File: src/rtl/cce_pkg.sv
package cce_pkg;
  localparam int SLOT_W = 20;
  localparam int TAG_W  = 16;
  localparam int IDX_W  = 7;
  localparam int DAT_W  = 16;
  localparam int RES_W  = 32;
  localparam int PAD1_W = SLOT_W - 1 - IDX_W;
  localparam int PAD2_W = SLOT_W - DAT_W;

  typedef enum logic [1:0] {S_IDLE, S_QUEUED, S_SENT, S_WAIT} cce_state_e;

  // command address slot: direction, index, zero stuffing
  function automatic logic [SLOT_W-1:0] f_cmd_addr(input logic rd, input logic [IDX_W-1:0] idx);
    return {rd, idx, {PAD1_W{1'b0}}};
  endfunction

  // command data slot: write data high-aligned, zero for reads
  function automatic logic [SLOT_W-1:0] f_cmd_data(input logic rd, input logic [DAT_W-1:0] d);
    return rd ? '0 : {d, {PAD2_W{1'b0}}};
  endfunction

  // tag slot: frame valid plus slot 1 and slot 2 valid
  function automatic logic [TAG_W-1:0] f_tag(input logic cmd);
    logic [TAG_W-1:0] t;
    t = '0;
    t[TAG_W-1] = cmd;
    t[TAG_W-2] = cmd;
    t[TAG_W-3] = cmd;
    return t;
  endfunction

  // returned register data from a 20-bit slot, zero-extended
  function automatic logic [RES_W-1:0] f_ret(input logic [SLOT_W-1:0] s);
    return {{(RES_W-DAT_W){1'b0}}, s[SLOT_W-1 -: DAT_W]};
  endfunction

  // echoed index field of incoming slot 1
  function automatic logic [IDX_W-1:0] f_echo_idx(input logic [SLOT_W-1:0] s);
    return s[SLOT_W-2 -: IDX_W];
  endfunction
endpackage

File: src/rtl/cce_slot_enc.sv
module cce_slot_enc
  import cce_pkg::*;
(
  input  logic                 clk,
  input  logic                 rst_n,
  input  logic                 frame_tick,
  input  logic                 send_now,
  input  logic                 cmd_rd,
  input  logic [IDX_W-1:0]     cmd_idx,
  input  logic [DAT_W-1:0]     cmd_dat,
  output logic [TAG_W-1:0]     slot0_o,
  output logic [SLOT_W-1:0]    slot1_o,
  output logic [SLOT_W-1:0]    slot2_o
);
  always_ff @(posedge clk or negedge rst_n) begin
    if (!rst_n) begin
      slot0_o <= '0;
      slot1_o <= '0;
      slot2_o <= '0;
    end else if (frame_tick) begin
      slot0_o <= f_tag(send_now);
      slot1_o <= send_now ? f_cmd_addr(cmd_rd, cmd_idx) : '0;
      slot2_o <= send_now ? f_cmd_data(cmd_rd, cmd_dat) : '0;
    end
  end

  assert_tags_idle_R4: assert property (@(posedge clk) disable iff (!rst_n)
    (frame_tick && !send_now) |=> (slot0_o == '0 && slot1_o == '0));
  assert_read_data_zero_R3: assert property (@(posedge clk) disable iff (!rst_n)
    (frame_tick && send_now && cmd_rd) |=> (slot2_o == '0));
  assert_pad_zero_R2: assert property (@(posedge clk) disable iff (!rst_n)
    (frame_tick && send_now) |=> (slot1_o[PAD1_W-1:0] == '0 && slot2_o[PAD2_W-1:0] == '0));
endmodule

File: src/rtl/cce_resp_check.sv
module cce_resp_check
  import cce_pkg::*;
(
  input  logic [IDX_W-1:0]  pend_idx,
  input  logic [TAG_W-1:0]  in_tag,
  input  logic [SLOT_W-1:0] in_echo,
  input  logic [SLOT_W-1:0] in_data,
  input  logic [SLOT_W-1:0] in_gpio,
  output logic              resp_ok,
  output logic [RES_W-1:0]  resp_data,
  output logic [RES_W-1:0]  gpio_data
);
  logic tags_ok;
  logic idx_ok;

  always_comb begin
    tags_ok   = in_tag[TAG_W-2] && in_tag[TAG_W-3];
    idx_ok    = (f_echo_idx(in_echo) == pend_idx);
    resp_ok   = tags_ok && idx_ok;
    resp_data = f_ret(in_data);
    gpio_data = f_ret(in_gpio);
  end
endmodule

File: src/rtl/cce_cycle_fsm.sv
module cce_cycle_fsm
  import cce_pkg::*;
#(
  parameter int              TMO_FRAMES = 4,
  parameter logic [IDX_W-1:0] GPIO_IDX  = 7'h54
) (
  input  logic              clk,
  input  logic              rst_n,
  input  logic              req_valid,
  input  logic              req_rd,
  input  logic [IDX_W-1:0]  req_addr,
  input  logic [DAT_W-1:0]  req_wdata,
  input  logic              frame_tick,
  input  logic              resp_ok,
  input  logic [RES_W-1:0]  resp_data,
  input  logic [RES_W-1:0]  gpio_data,
  input  logic              rdcs_clr,
  output logic              send_now,
  output logic              p_rd,
  output logic [IDX_W-1:0]  p_addr,
  output logic [DAT_W-1:0]  p_data,
  output logic              busy_o,
  output logic              done_o,
  output logic [RES_W-1:0]  rdata_o,
  output logic              rdcs_o
);
  localparam int CNT_W = $clog2(TMO_FRAMES + 1);
  localparam logic [CNT_W-1:0] CNT_LAST = CNT_W'(TMO_FRAMES - 1);

  cce_state_e       st;
  logic [CNT_W-1:0] cnt;
  logic             accept_ev;
  logic             is_gpio;
  logic             wr_done_ev;
  logic             gpio_done_ev;
  logic             resp_ev;
  logic             tmo_ev;

  always_comb begin
    accept_ev    = (st == S_IDLE) && req_valid;
    send_now     = (st == S_QUEUED);
    is_gpio      = p_rd && (p_addr == GPIO_IDX);
    wr_done_ev   = (st == S_SENT) && frame_tick && !p_rd;
    gpio_done_ev = (st == S_SENT) && frame_tick && is_gpio;
    resp_ev      = (st == S_WAIT) && frame_tick && resp_ok;
    tmo_ev       = (st == S_WAIT) && frame_tick && !resp_ok && (cnt == CNT_LAST);
    busy_o       = (st != S_IDLE);
  end

  always_ff @(posedge clk or negedge rst_n) begin
    if (!rst_n) begin
      st      <= S_IDLE;
      cnt     <= '0;
      p_rd    <= 1'b0;
      p_addr  <= '0;
      p_data  <= '0;
      done_o  <= 1'b0;
      rdata_o <= '0;
    end else begin
      done_o <= 1'b0;
      unique case (st)
        S_IDLE: if (accept_ev) begin
          p_rd   <= req_rd;
          p_addr <= req_addr;
          p_data <= req_wdata;
          st     <= S_QUEUED;
        end
        S_QUEUED: if (frame_tick) st <= S_SENT;
        S_SENT: if (frame_tick) begin
          if (wr_done_ev) begin
            done_o  <= 1'b1;
            rdata_o <= '0;
            st      <= S_IDLE;
          end else if (gpio_done_ev) begin
            done_o  <= 1'b1;
            rdata_o <= gpio_data;
            st      <= S_IDLE;
          end else begin
            cnt <= '0;
            st  <= S_WAIT;
          end
        end
        S_WAIT: if (frame_tick) begin
          if (resp_ev) begin
            done_o  <= 1'b1;
            rdata_o <= resp_data;
            st      <= S_IDLE;
          end else if (tmo_ev) begin
            done_o  <= 1'b1;
            rdata_o <= '1;
            st      <= S_IDLE;
          end else begin
            cnt <= cnt + 1'b1;
          end
        end
        default: st <= S_IDLE;
      endcase
    end
  end

  // sticky status: a set in the same cycle as a clear wins
  always_ff @(posedge clk or negedge rst_n) begin
    if (!rst_n)        rdcs_o <= 1'b0;
    else if (tmo_ev)   rdcs_o <= 1'b1;
    else if (rdcs_clr) rdcs_o <= 1'b0;
  end

  assert_done_needs_busy_R1: assert property (@(posedge clk) disable iff (!rst_n)
    done_o |-> $past(busy_o));
  assert_ignore_when_busy_R1: assert property (@(posedge clk) disable iff (!rst_n)
    (busy_o && req_valid) |=> ($stable(p_addr) && $stable(p_rd) && $stable(p_data)));
  assert_no_same_frame_R6: assert property (@(posedge clk) disable iff (!rst_n)
    ((st == S_SENT) && frame_tick && p_rd && !is_gpio) |=> !done_o);
  assert_dummy_on_rise_R7: assert property (@(posedge clk) disable iff (!rst_n)
    $rose(rdcs_o) |-> (done_o && rdata_o == '1));
  assert_wait_bounded_R7: assert property (@(posedge clk) disable iff (!rst_n)
    (st == S_WAIT) |-> (cnt < CNT_W'(TMO_FRAMES)));
  assert_set_beats_clear_R9: assert property (@(posedge clk) disable iff (!rst_n)
    (tmo_ev && rdcs_clr) |=> rdcs_o);
endmodule

File: src/rtl/codec_cmd_engine.sv
module codec_cmd_engine
  import cce_pkg::*;
#(
  parameter int               TMO_FRAMES = 4,
  parameter logic [IDX_W-1:0] GPIO_IDX   = 7'h54,
  parameter int               SMP_W      = 16
) (
  input  logic                 clk,
  input  logic                 rst_n,
  input  logic                 req_valid,
  input  logic                 req_rd,
  input  logic [IDX_W-1:0]     req_addr,
  input  logic [DAT_W-1:0]     req_wdata,
  output logic                 busy_o,
  output logic                 done_o,
  output logic [RES_W-1:0]     rdata_o,
  output logic                 rdcs_o,
  input  logic                 rdcs_clr,
  input  logic                 frame_tick,
  output logic [TAG_W-1:0]     out_slot0,
  output logic [SLOT_W-1:0]    out_slot1,
  output logic [SLOT_W-1:0]    out_slot2,
  input  logic [TAG_W-1:0]     in_slot0,
  input  logic [SLOT_W-1:0]    in_slot1,
  input  logic [SLOT_W-1:0]    in_slot2,
  input  logic [SLOT_W-1:0]    in_slot12,
  input  logic [SMP_W-1:0]     play_smp,
  output logic [SLOT_W-1:0]    out_slot3
);
  logic             send_now;
  logic             p_rd;
  logic [IDX_W-1:0] p_addr;
  logic [DAT_W-1:0] p_data;
  logic             resp_ok;
  logic [RES_W-1:0] resp_data;
  logic [RES_W-1:0] gpio_data;

  cce_cycle_fsm #(.TMO_FRAMES(TMO_FRAMES), .GPIO_IDX(GPIO_IDX)) u_fsm (
    .clk(clk), .rst_n(rst_n),
    .req_valid(req_valid), .req_rd(req_rd), .req_addr(req_addr), .req_wdata(req_wdata),
    .frame_tick(frame_tick), .resp_ok(resp_ok), .resp_data(resp_data), .gpio_data(gpio_data),
    .rdcs_clr(rdcs_clr), .send_now(send_now), .p_rd(p_rd), .p_addr(p_addr), .p_data(p_data),
    .busy_o(busy_o), .done_o(done_o), .rdata_o(rdata_o), .rdcs_o(rdcs_o)
  );

  cce_slot_enc u_enc (
    .clk(clk), .rst_n(rst_n), .frame_tick(frame_tick), .send_now(send_now),
    .cmd_rd(p_rd), .cmd_idx(p_addr), .cmd_dat(p_data),
    .slot0_o(out_slot0), .slot1_o(out_slot1), .slot2_o(out_slot2)
  );

  cce_resp_check u_chk (
    .pend_idx(p_addr), .in_tag(in_slot0), .in_echo(in_slot1), .in_data(in_slot2),
    .in_gpio(in_slot12), .resp_ok(resp_ok), .resp_data(resp_data), .gpio_data(gpio_data)
  );

  // playback sample justification
  generate
    if (SMP_W >= SLOT_W) begin : g_full
      assign out_slot3 = play_smp[SMP_W-1 -: SLOT_W];
    end else begin : g_pad
      assign out_slot3 = {play_smp, {(SLOT_W-SMP_W){1'b0}}};
    end
  endgenerate

  assert_cmd_in_tag_frame_R4: assert property (@(posedge clk) disable iff (!rst_n)
    (out_slot1 != '0) |-> (out_slot0[TAG_W-1 -: 3] == 3'b111));
  assert_write_done_R5: assert property (@(posedge clk) disable iff (!rst_n)
    (done_o && !$past(p_rd)) |-> !busy_o);
endmodule

File: config.mk
export PLATFORM = sky130hd
export DESIGN_NAME = codec_cmd_engine
export DESIGN_NICKNAME = d
export VERILOG_FILES = /design/src/rtl/cce_pkg.sv /design/src/rtl/cce_slot_enc.sv /design/src/rtl/cce_resp_check.sv /design/src/rtl/cce_cycle_fsm.sv /design/src/rtl/codec_cmd_engine.sv
export SDC_FILE = /design/constraint.sdc
export NUM_CORES = 1
export LEC_CHECK = 0
export ABC_AREA = 1
export BUFFER_PORTS_ARGS = -buffer_cell sky130_fd_sc_hd__clkbuf_2
export CAP_MARGIN = 5
export CELL_PAD_IN_SITES_DETAIL_PLACEMENT = 1
export CELL_PAD_IN_SITES_GLOBAL_PLACEMENT = 1
export CORE_ASPECT_RATIO = 1.75
export CORE_UTILIZATION = 27
export DETAILED_ROUTE_END_ITERATION = 10
export GPL_TIMING_DRIVEN = 0
export HOLD_SLACK_MARGIN = 0.02
export PLACE_DENSITY = 0.78
export SLEW_MARGIN = 40
export SYNTH_ARGS = -nofsm -noshare
export SYNTH_HDL_FRONTEND = slang
export SYNTH_SLANG_ARGS = --single-unit
File: constraint.sdc
create_clock -name clk -period 1.55 [get_ports clk]
set_clock_uncertainty 0.1 [all_clocks]
set_input_delay 0.155 -clock clk [delete_from_list [all_inputs] [get_ports clk]]
set_output_delay 0.155 -clock clk [all_outputs]
set_load 0.05 [all_outputs]
# After elaboration in Yosys (flattened, before gate mapping)

Cells that the tools add are included.

Bits of input ports: 121
Output and inout port bits: 111
Register bits: 104

Reductions and logical operators: 21
Equality and inequality tests: 16
Add/subtract/negate cells: 1
Mux-type cells: 35

Operators by type and width:

| operator            | number |
|---|---|
| $mux 32             | 6 |
| $pmux 32 s2         | 1 |
| $mux 20             | 3 |
| $mux 3              | 6 |
| $mux 2              | 8 |
| $ne 2x2->1 const B  | 7 |
| $logic_and 1x1->1   | 11 |
| $reduce_and 5->1    | 2 |
| $mux 1              | 8 |
| $pmux 2 s4          | 1 |
| $eq 7x7->1          | 1 |
| $eq 7x7->1 const B  | 1 |
| $reduce_and 7->1    | 1 |
| $ne 3x1->1 const B  | 2 |
| $pmux 3 s2          | 1 |
| $reduce_bool 2->1   | 3 |
| $eq 2x2->1 const B  | 2 |
| $add 3x1->3 const B | 1 |
| $eq 3x2->1 const B  | 1 |
| $eq 2x1->1 const B  | 1 |
| $logic_not 1->1     | 2 |
| $logic_not 2->1     | 1 |
| $ne 2x1->1 const B  | 1 |
| $pmux 1 s2          | 1 |
| $reduce_and 2->1    | 1 |

# Longest topological paths before layout

Gate-level depths: netlist of the first run.

Depth in word-level cells: 9
Depth in mapped cells: 13
Depth with buffers taken out: 12

# By module

Synthesis of the first run repeated with hierarchy kept, for this count alone.

Cells, all modules: 712
Area, all modules: 5283.8 um^2

Modules (own cells, without submodules):

| module           | cells each | instances | area an instance (um^2) |
|---|---|---|---|
| cce_cycle_fsm    | 412        | 1         | 3154.3 |
| cce_slot_enc     | 172        | 1         | 1333.8 |
| cce_resp_check   | 107        | 1         | 641.9 |
| codec_cmd_engine | 21         | 1         | 153.9 |

# Least setup slack after synthesis of the first run

Ideal clock, no wire load.

Path kind: reg2reg
Start: register u_fsm.cnt[0]
End: register u_fsm.rdata_o[0]
Data arrival time: 1278 ps
Path slack: 54 ps
Stages on the path, launching flop included: 10
Path buffers: 1
Required time: 1331 ps
Setup time: 119 ps
Clock period less this slack: 1496 ps
Path through: dfrtp_1 ha_1 ha_1 inv_1 nor2_1 nand2_2 nand3_4 buf_8 nand3_1 nand2_1

Cells in the longest elaborated chain, start to end: 4

Ends and longest elaborated chain:

| element                    | RTL line            | text |
|---|---|---|
| start: declaration         | cce_cycle_fsm.sv:31 | `logic [CNT_W-1:0] cnt;` |
| start signal: assignment   | cce_cycle_fsm.sv:93 | `cnt <= cnt + 1'b1;` |
| $eq 3x2->1                 | cce_cycle_fsm.sv:46 | `tmo_ev = (st == S_WAIT) && frame_tick && !resp_ok && (cnt == CNT_LAST);` |
| $logic_and 1x1->1          | cce_cycle_fsm.sv:46 |  |
| $ne 3x1->1 (no line)       | -                   |  |
| $reduce_and 5->1 (no line) | -                   |  |
| end signal: assignment     | cce_cycle_fsm.sv:76 | `rdata_o <= gpio_data;` |
| end signal: assignment     | cce_cycle_fsm.sv:86 | `rdata_o <= resp_data;` |
| end: declaration           | cce_cycle_fsm.sv:24 | `output logic [RES_W-1:0] rdata_o,` |

No other way between the ends.
A chain may end at the register's enable or synchronous reset.

# Final worst setup path of the first run

Start: register u_fsm.p_addr[1]
End: register u_fsm.rdata_o[1]

Cells in the longest elaborated chain, start to end: 7

Ends and longest elaborated chain:

| element                        | RTL line             | text |
|---|---|---|
| start: declaration             | cce_cycle_fsm.sv:20  | `output logic [IDX_W-1:0] p_addr,` |
| start signal: assignment       | cce_cycle_fsm.sv:64  | `p_addr <= req_addr;` |
| $eq 7x7->1                     | cce_resp_check.sv:18 | `idx_ok = (f_echo_idx(in_echo) == pend_idx);` |
| $logic_and 1x1->1              | cce_resp_check.sv:19 | `resp_ok = tags_ok && idx_ok;` |
| $logic_not 1->1                | cce_cycle_fsm.sv:46  |  |
| $logic_and 1x1->1 (2 in a row) | cce_cycle_fsm.sv:46  |  |
| $ne 3x1->1 (no line)           | -                    |  |
| $reduce_and 5->1 (no line)     | -                    |  |

Several ways; a longest one is shown, not always the timed one. The select of a mux whose other input is x is not followed.

==> results.md, run 1 <==
* Hold WC Path Type: input pin to flip-flop
* DRT Pass-1 Iters at 4
* CTS Sinks at 73
* Setup slack after layout at -0.146 ns
* Via-to-Cell Ratio at 4.39
* Peak supply drop at 0.900 mV
* Row count at between 50 and 60
* Worst Path Max Fanout at 5
* Area grow syn2layout at 60.8%
* Utilization after layout at 44.7%
* Slowest cell on the critical path: dfrtp_1
* GR Util All Layers at 17.8%
* Fmax at 590 MHz
* 1st-iter DRT viols at 93
* Average cell area after synthesis at 8.35 um^2
* Failing checks: negative setup slack
* First-pass GRT wire length at 20600 um
* Switching pwr at 0.00566 W
* Most common cell on crit path: nand2_1
* LEAKAGE at 3.40 nW
* Drc violations at 0
* Slowest stage delay, CP at 0.39 ns
* Worst slack at placement at -0.327 ns
* Htree depth at 3
* Final setup violation count at 23
* CP delay by family, top: simple AND/OR/NAND/NOR gates
* Startpoint Class: flip-flop
* Sw frac at 48.4%
* Via count at 3922
* Port-buffer cells at 147
* Die Y-Extent at 161 um
* Slew at the pin closest to its max-slew limit at 0.580 ns
* Antenna Violating Nets Remaining at 0
* Critical path endpoint category: flip-flop
* Worst-path clk slew at 0.06 ns
* Worst-Skew Late Latency at 0.33 ns
* Max-slew violation count at 0
* Core area at 14000 um^2
* Internal power at 0.00603 W
* Crit Path Class: flip-flop to flip-flop
* RSZ-0062 raised after global routing: true
* Die Wd at 92.7 um
* HPWL Detailed at 9080 um
* WP buf/inv at 4
* Yosys warns at 0
* Register bit total from synthesis at 73
* Area leader, netlist: dfrtp_1
* Root Driver: clkbuf_16
* Commonest non-fill, non-tap cells in the layout: 145 x clkbuf_2, 125 x nand2_1, 86 x buf_4
* Routed len/inst at 14.7 um
* Run status: finished with violations
* Sequential area share after synthesis at a little under half
* Final-report hold violation count at 0
* Final RePlAce weighted congestion at ~0.76
* Sequential share of power at 27.3%
* Layout cell share with drive strength beyond 1 at roughly 51%
* Most common cell after layout, fill and taps aside: clkbuf_2
* Die area at 14900 um^2
* Fin crit period at 1.70 ns
* Remaining Overflow, GRT at 0
* Final #Nets at 835
* Mapped Area at ~4000 um^2
* Post-synthesis cell type count at 22
* Comb pwr share at 54.8%
* Power Density at 1870 nW/um^2
* Max-cap violation count at 0
* Antenna cell count at 0
* Number of CTS-inserted buffers at 9
* Post-Syn Instances at approximately 470
* CP arrival at 1.87 ns
* Total Power at 0.0117 W
* Req. time, crit path at around 1.7 ns
* TritonCTS clock tree: built
* Tcrit/Tclk final at 109%
* Vias in the first global route at 4298
* Critical-path cell list: inv_2, nand2_1, nand2_1, inv_1, nand2_2, nor2_4, nand3_4, buf_8, nand3_4, clkbuf_16, nand3_2, nand2_1
* I/O Pins at between 200 and 250
* Initial Util at 27.8%
* Clk pwr share at 17.9%
* CTS Buffer Depth at 2
* Synth top area share at 47.0%
* Max-slew headroom at 61.4%
* Initial antenna violation count at 0
* Top cells by area, synth: dfrtp_1 47%, nand2_1 14%, buf_4 13%
* Detailed Route WL at between 10000 and 15000 um
* Largest net degree at the start of global routing at 52
stage by stage:
stage          hold slack (ns)  instance area (um^2)  std cells  setup TNS (ns)
3_3_place_gp             0.265                  4960        821          -38.50
2_1_floorplan           -0.241                  4000        497               0
3_5_place_dp           -0.0564                  5000        822           -7.47
4_1_cts                 0.0240                  5990        888           -2.22
5_1_grt                 0.0527                  6250        894           -4.38
6_report                0.0381                  6250        894           -2.41
registers in the layout (all words and copies together), names as in the netlist:
signal / flops
u_enc.slot0_o: 1
u_enc.slot1_o: 8
u_enc.slot2_o: 16
u_fsm.cnt: 3
u_fsm.done_o: 1
u_fsm.p_addr: 7
u_fsm.p_data: 16
u_fsm.p_rd: 1
u_fsm.rdata_o: 17
u_fsm.rdcs_o: 1
u_fsm.st: 2
per-layer routing:
layer | vias up | GRT usage, % | routed length (um)
met3 | 21 | 3.69 | 792
met2 | 163 | 34.6 | 7580
met4 | 0 | 7.62 | 319
met5 | - | 0 | 0
met1 | 1868 | 17.5 | 4470
li1 | 1870 | - | -
cell usage after synthesis:
cell type,count
mux2_2,16
nand4_1,16
nor2_2,2
inv_1,39
dfrtp_1,73
nor3_1,2
buf_4,66
or2_2,2
a21oi_1,10
nand3_1,24
o21ai_0,30
ha_1,2
nand2_2,3
buf_2,4
clkbuf_1,9
nand2_1,142
nand3_4,1
buf_8,1
buf_6,4
nor2_1,14
inv_2,4
conb_1,1
worst register-to-register path, delay by kind of cell (launching register included):
family / cells / cell delay (ns)
buffers and inverters: 4 / 0.47
flip-flops: 1 / 0.39
AND/OR/NAND/NOR: 8 / 0.67
worst paths after layout:
path	from	endpoint	slack (ns)	cells after the start
min reg2reg	u_enc.slot1_o[17]$_DFFE_PN0P_	u_enc.slot1_o[17]$_DFFE_PN0P_	0.39	2
max in group asynchronous	rst_n	u_enc.slot1_o[12]$_DFFE_PN0P_	0.66	3
min	in_slot2[19]	u_fsm.rdata_o[15]$_DFFE_PN0P_	0.04	5
min in group asynchronous	rst_n	u_fsm.p_data[2]$_DFFE_PN0P_	0.16	2
max	u_fsm.p_addr[1]$_DFFE_PN0P_	u_fsm.rdata_o[1]$_DFFE_PN0P_	-0.15	12
max reg2reg	u_fsm.p_addr[1]$_DFFE_PN0P_	u_fsm.rdata_o[1]$_DFFE_PN0P_	-0.15	12
layout make-up:
type	instances	area, um^2
clock inverters	6	67.6
plain buffers	84	663
fillers	1685	7730
flip-flops and latches	73	1830
well taps	177	221
inverters	43	171
clock buffers	10	229
multi-input cells	297	1700
repair buffers	204	1360
power by group through the flow:
stage	sequential [W]	combinational, W	clock (W)
finish	0.00319	0.00640	0.00209
global route	0.00328	0.00687	0.00224
CTS	0.00318	0.00609	0.00214
detailed placement	0.00323	0.00538	0
global placement	0.00316	0.00524	0
floorplan	0.00445	0.00280	0
cell families (layout without fill, tap and decap cells):
kind of cell    after synthesis  count (layout)  share of synthesized area (%)
mux                          16              16                           4.64
compound gates               40              40                           5.15
other cells                   1              33                         0.0966
simple gates                206             206                           22.6
buf+inv                     127             347                           19.8
flops                        73              73                           47.0
fa+ha+maj                     2               2                          0.644
repair_timing:
item,4_1_cts,5_1_grt
setup buffers,23,5
endpoints found under the setup margin,72,55
gates resized for setup,73,57
hold endpoints to repair,98,0
cloned,1,2
pin swaps,12,23
hold buffers,26,0
Power figures use the tool's default switching activity.
==> inputs of run 2 (changes only) <==
--- a/config.mk
+++ b/config.mk
@@ -11,12 +11,13 @@
 export CELL_PAD_IN_SITES_DETAIL_PLACEMENT = 1
 export CELL_PAD_IN_SITES_GLOBAL_PLACEMENT = 1
 export CORE_ASPECT_RATIO = 1.75
-export CORE_UTILIZATION = 27
+export CORE_UTILIZATION = 30
 export DETAILED_ROUTE_END_ITERATION = 10
 export GPL_TIMING_DRIVEN = 0
 export HOLD_SLACK_MARGIN = 0.02
-export PLACE_DENSITY = 0.78
+export PLACE_DENSITY = 0.79
 export SLEW_MARGIN = 40
 export SYNTH_ARGS = -nofsm -noshare
 export SYNTH_HDL_FRONTEND = slang
+export SYNTH_HIERARCHICAL = 1
 export SYNTH_SLANG_ARGS = --single-unit
==> run 2 against run 1 <==
  * The flow still finishes with violations (negative setup slack)
  * Power grew 5.3%
  * First-iteration DRC count is 42% lower
  * Synthesized cell count grew 53%
  * Die area up 22%
  * Hold slack gained 0.022 ns
  * Non-clock buffer count is 4 higher
  * Final cell count grew 30%
  * Register-to-register slack worse by 0.17 ns
  * Critical path type unchanged
  * Critical endpoint is now u_fsm/rdata_o[31]$_DFFE_PN0P_
==> results.md, run 2 <==
* Run status: finished with violations
* Failing checks: negative setup slack
* Total Power at 0.0123 W
* Port-buffer cells at between 100 and 150
* Largest net degree at the start of global routing at 58
* Max-cap violation count at 0
* Setup_tns at -10.23 ns
* Post-synth EDFFs at 0
* LEAKAGE at 4.28 nW
* Synth top area share at 41.7%
* Worst-Skew Late Latency at 0.34 ns
* Antenna Violating Nets Remaining at 0
* Root Driver: clkbuf_16
* Core area at ~17000 um^2
* Setup slack after layout at -0.314 ns
* Post-synthesis cell type count at 27
* Antenna cell count at 0
* Synth async-reset ratio at 100%
* Largest regs: u_fsm/rdata_o (32), u_enc/slot2_o (16), u_fsm/p_data (16)
* Largest register FFs at 32
* Number of CTS-inserted buffers at 9
* Compound-cell area share of the yosys netlist at 4.19%
* CP arrival at slightly above 2 ns
* Register bit total from synthesis at 88
* Vias in the first global route at 4974
* Routed len/inst at 13.0 um
* Req. time, crit path at 1.73 ns
* Most flops, register: u_fsm/rdata_o
* Crit Path Class: flip-flop to flip-flop
* Mux cell area share after synthesis at 0%
* Power Density at 1710 nW/um^2
* Dpl cell area at 6450 um^2
* CTS Buffer Depth at 2
* Tcrit/Tclk final at 120%
* Sequential area share after synthesis at 41.7%
* Peak supply drop at slightly above 0.7 mV
* Final RePlAce weighted congestion at 0.734
* Top cells by area, synth: dfrtp_1 42%, nand2_1 21%, buf_4 17%
* First-pass GRT wire length at 23700 um
* DRT Pass-1 Iters at 4
* 1st-iter DRT viols at 54
* Final setup violation count at 38
* Remaining Overflow, GRT at 0
* TritonCTS clock tree: built
* Mapped Area at 5280 um^2
* Die area at 18200 um^2
* Via count at between 4000 and 5000
* Post-synth top cells: 295 x nand2_1, 122 x buf_4, 88 x dfrtp_1
* Htree depth at 3
* Worst-path clk slew at 0.07 ns
* RSZ-0062 raised after global routing: true
* Area leader, netlist: dfrtp_1
* Commonest non-fill, non-tap cells in the layout: 266 x nand2_1, 128 x buf_4, 113 x clkbuf_2
* Fmax at 536 MHz
* Largest family of logic cells by synthesized area: simple AND/OR/NAND/NOR gates
* Die Y-Extent at ~180 um
* Hold WC Path Type: input pin to flip-flop
* Most common cell after layout, fill and taps aside: nand2_1
* Final-report hold violation count at 0
* HPWL Detailed at 11300 um
* Initial antenna violation count at 0
* I/O Pins at 232
* Row count at 63
* Final #Nets at 1057
* Post-synthesis adder-cell area fraction at 0.474%
* Startpoint Class: flip-flop
* Detailed Route WL at 15100 um
* Fin area at between 7000 and 8000 um^2
* Worst Path Max Fanout at 8
* Commonest register cell after synthesis: dfrtp_1
* GR Util All Layers at 17.0%
* Post-Syn Instances at 712
* Fin crit period at approximately 1.9 ns
* Count leader, synth: nand2_1
* Synth Area in Simple Gates at 29.5%
* Layout cell share with drive strength beyond 1 at 36.3%
* Utilization after layout at 42.1%
* Critical path endpoint category: flip-flop
* Die Wd at 102 um
* Area grow syn2layout at 36.2%
* Worst slack at placement at -0.325 ns
* Via-to-Cell Ratio at 4.13
* Xor/xnor share of the synthesized area at 0%
* Yosys warns at 6
* Initial Util at 30.9%
* Drc violations at 0
* CTS Sinks at 88
* Max-slew violation count at 0
* Average cell area after synthesis at 7.42 um^2
run 2: cells by family after synthesis:
logic type | Yosys count
other cells | 3
fa+ha+maj | 2
flops | 88
simple gates | 382
buf+inv | 195
compound gates | 42
run 2: repair_timing:
item	in CTS	in global routing
setup buffers	2	4
cloned	1	2
hold buffers	26	0
resized for setup	11	46
endpoints found under the setup margin	40	49
pin swaps	2	11
hold endpoints to repair	113	0
run 2: area by class of cell:
cell class                 count  area (um^2)
buffer                       141         1090
sequential                    88         2200
clock inverter                 5         40.0
timing repair buffer         151          960
tap                          227          284
clock buffer                  11          243
inverter                      52          198
multi-input combinational    491         2180
fill                        2167         9910
run 2: layer usage:
metal	GRT usage, %	part of all wire (%)	vias to the layer above	wire [um]
li1	-	-	2391	-
met1	16.4	36	2279	5440
met2	34.6	58	135	8800
met3	3.03	4.4	13	671
met4	5.83	1.6	0	236
met5	0	0	-	0
run 2: worst max-delay path, cell delays in order (launching register included):
cell	delay, ns
dfrtp_1	0.40
ha_1	0.21
ha_1	0.22
inv_1	0.13
a21oi_4	0.09
nor2_4	0.35
buf_6	0.21
nand2_4	0.05
nand2_2	0.05
run 2: path summary, 6_finish.rpt:
kind	depth (start not counted)	slack [ns]	from	end
max	8	-0.31	u_fsm/cnt[0]$_DFFE_PN0P_	u_fsm/rdata_o[31]$_DFFE_PN0P_
min	5	0.06	in_slot12[6]	u_fsm/rdata_o[2]$_DFFE_PN0P_
max reg2reg	8	-0.31	u_fsm/cnt[0]$_DFFE_PN0P_	u_fsm/rdata_o[31]$_DFFE_PN0P_
min reg2reg	2	0.37	u_fsm/rdata_o[15]$_DFFE_PN0P_	u_fsm/rdata_o[15]$_DFFE_PN0P_
max in group asynchronous	3	0.56	rst_n	u_fsm/p_addr[6]$_DFFE_PN0P_
min in group asynchronous	2	0.17	rst_n	u_enc/slot2_o[9]$_DFFE_PN0P_
run 2: per-stage QoR:
step                      hold slack (ns)  instances
after floorplan                    -0.241        774
after global placement              0.252       1116
after detailed placement          -0.0170       1117
after CTS                          0.0399       1162
after global routing               0.0678       1166
final                              0.0599       1166
run 2: where the power goes:
part,internal [W],total (W),switching (W)
sequential,0.00318,0.00378,0.000593
clock,0.00114,0.00210,0.000962
combinational,0.00185,0.00643,0.00458
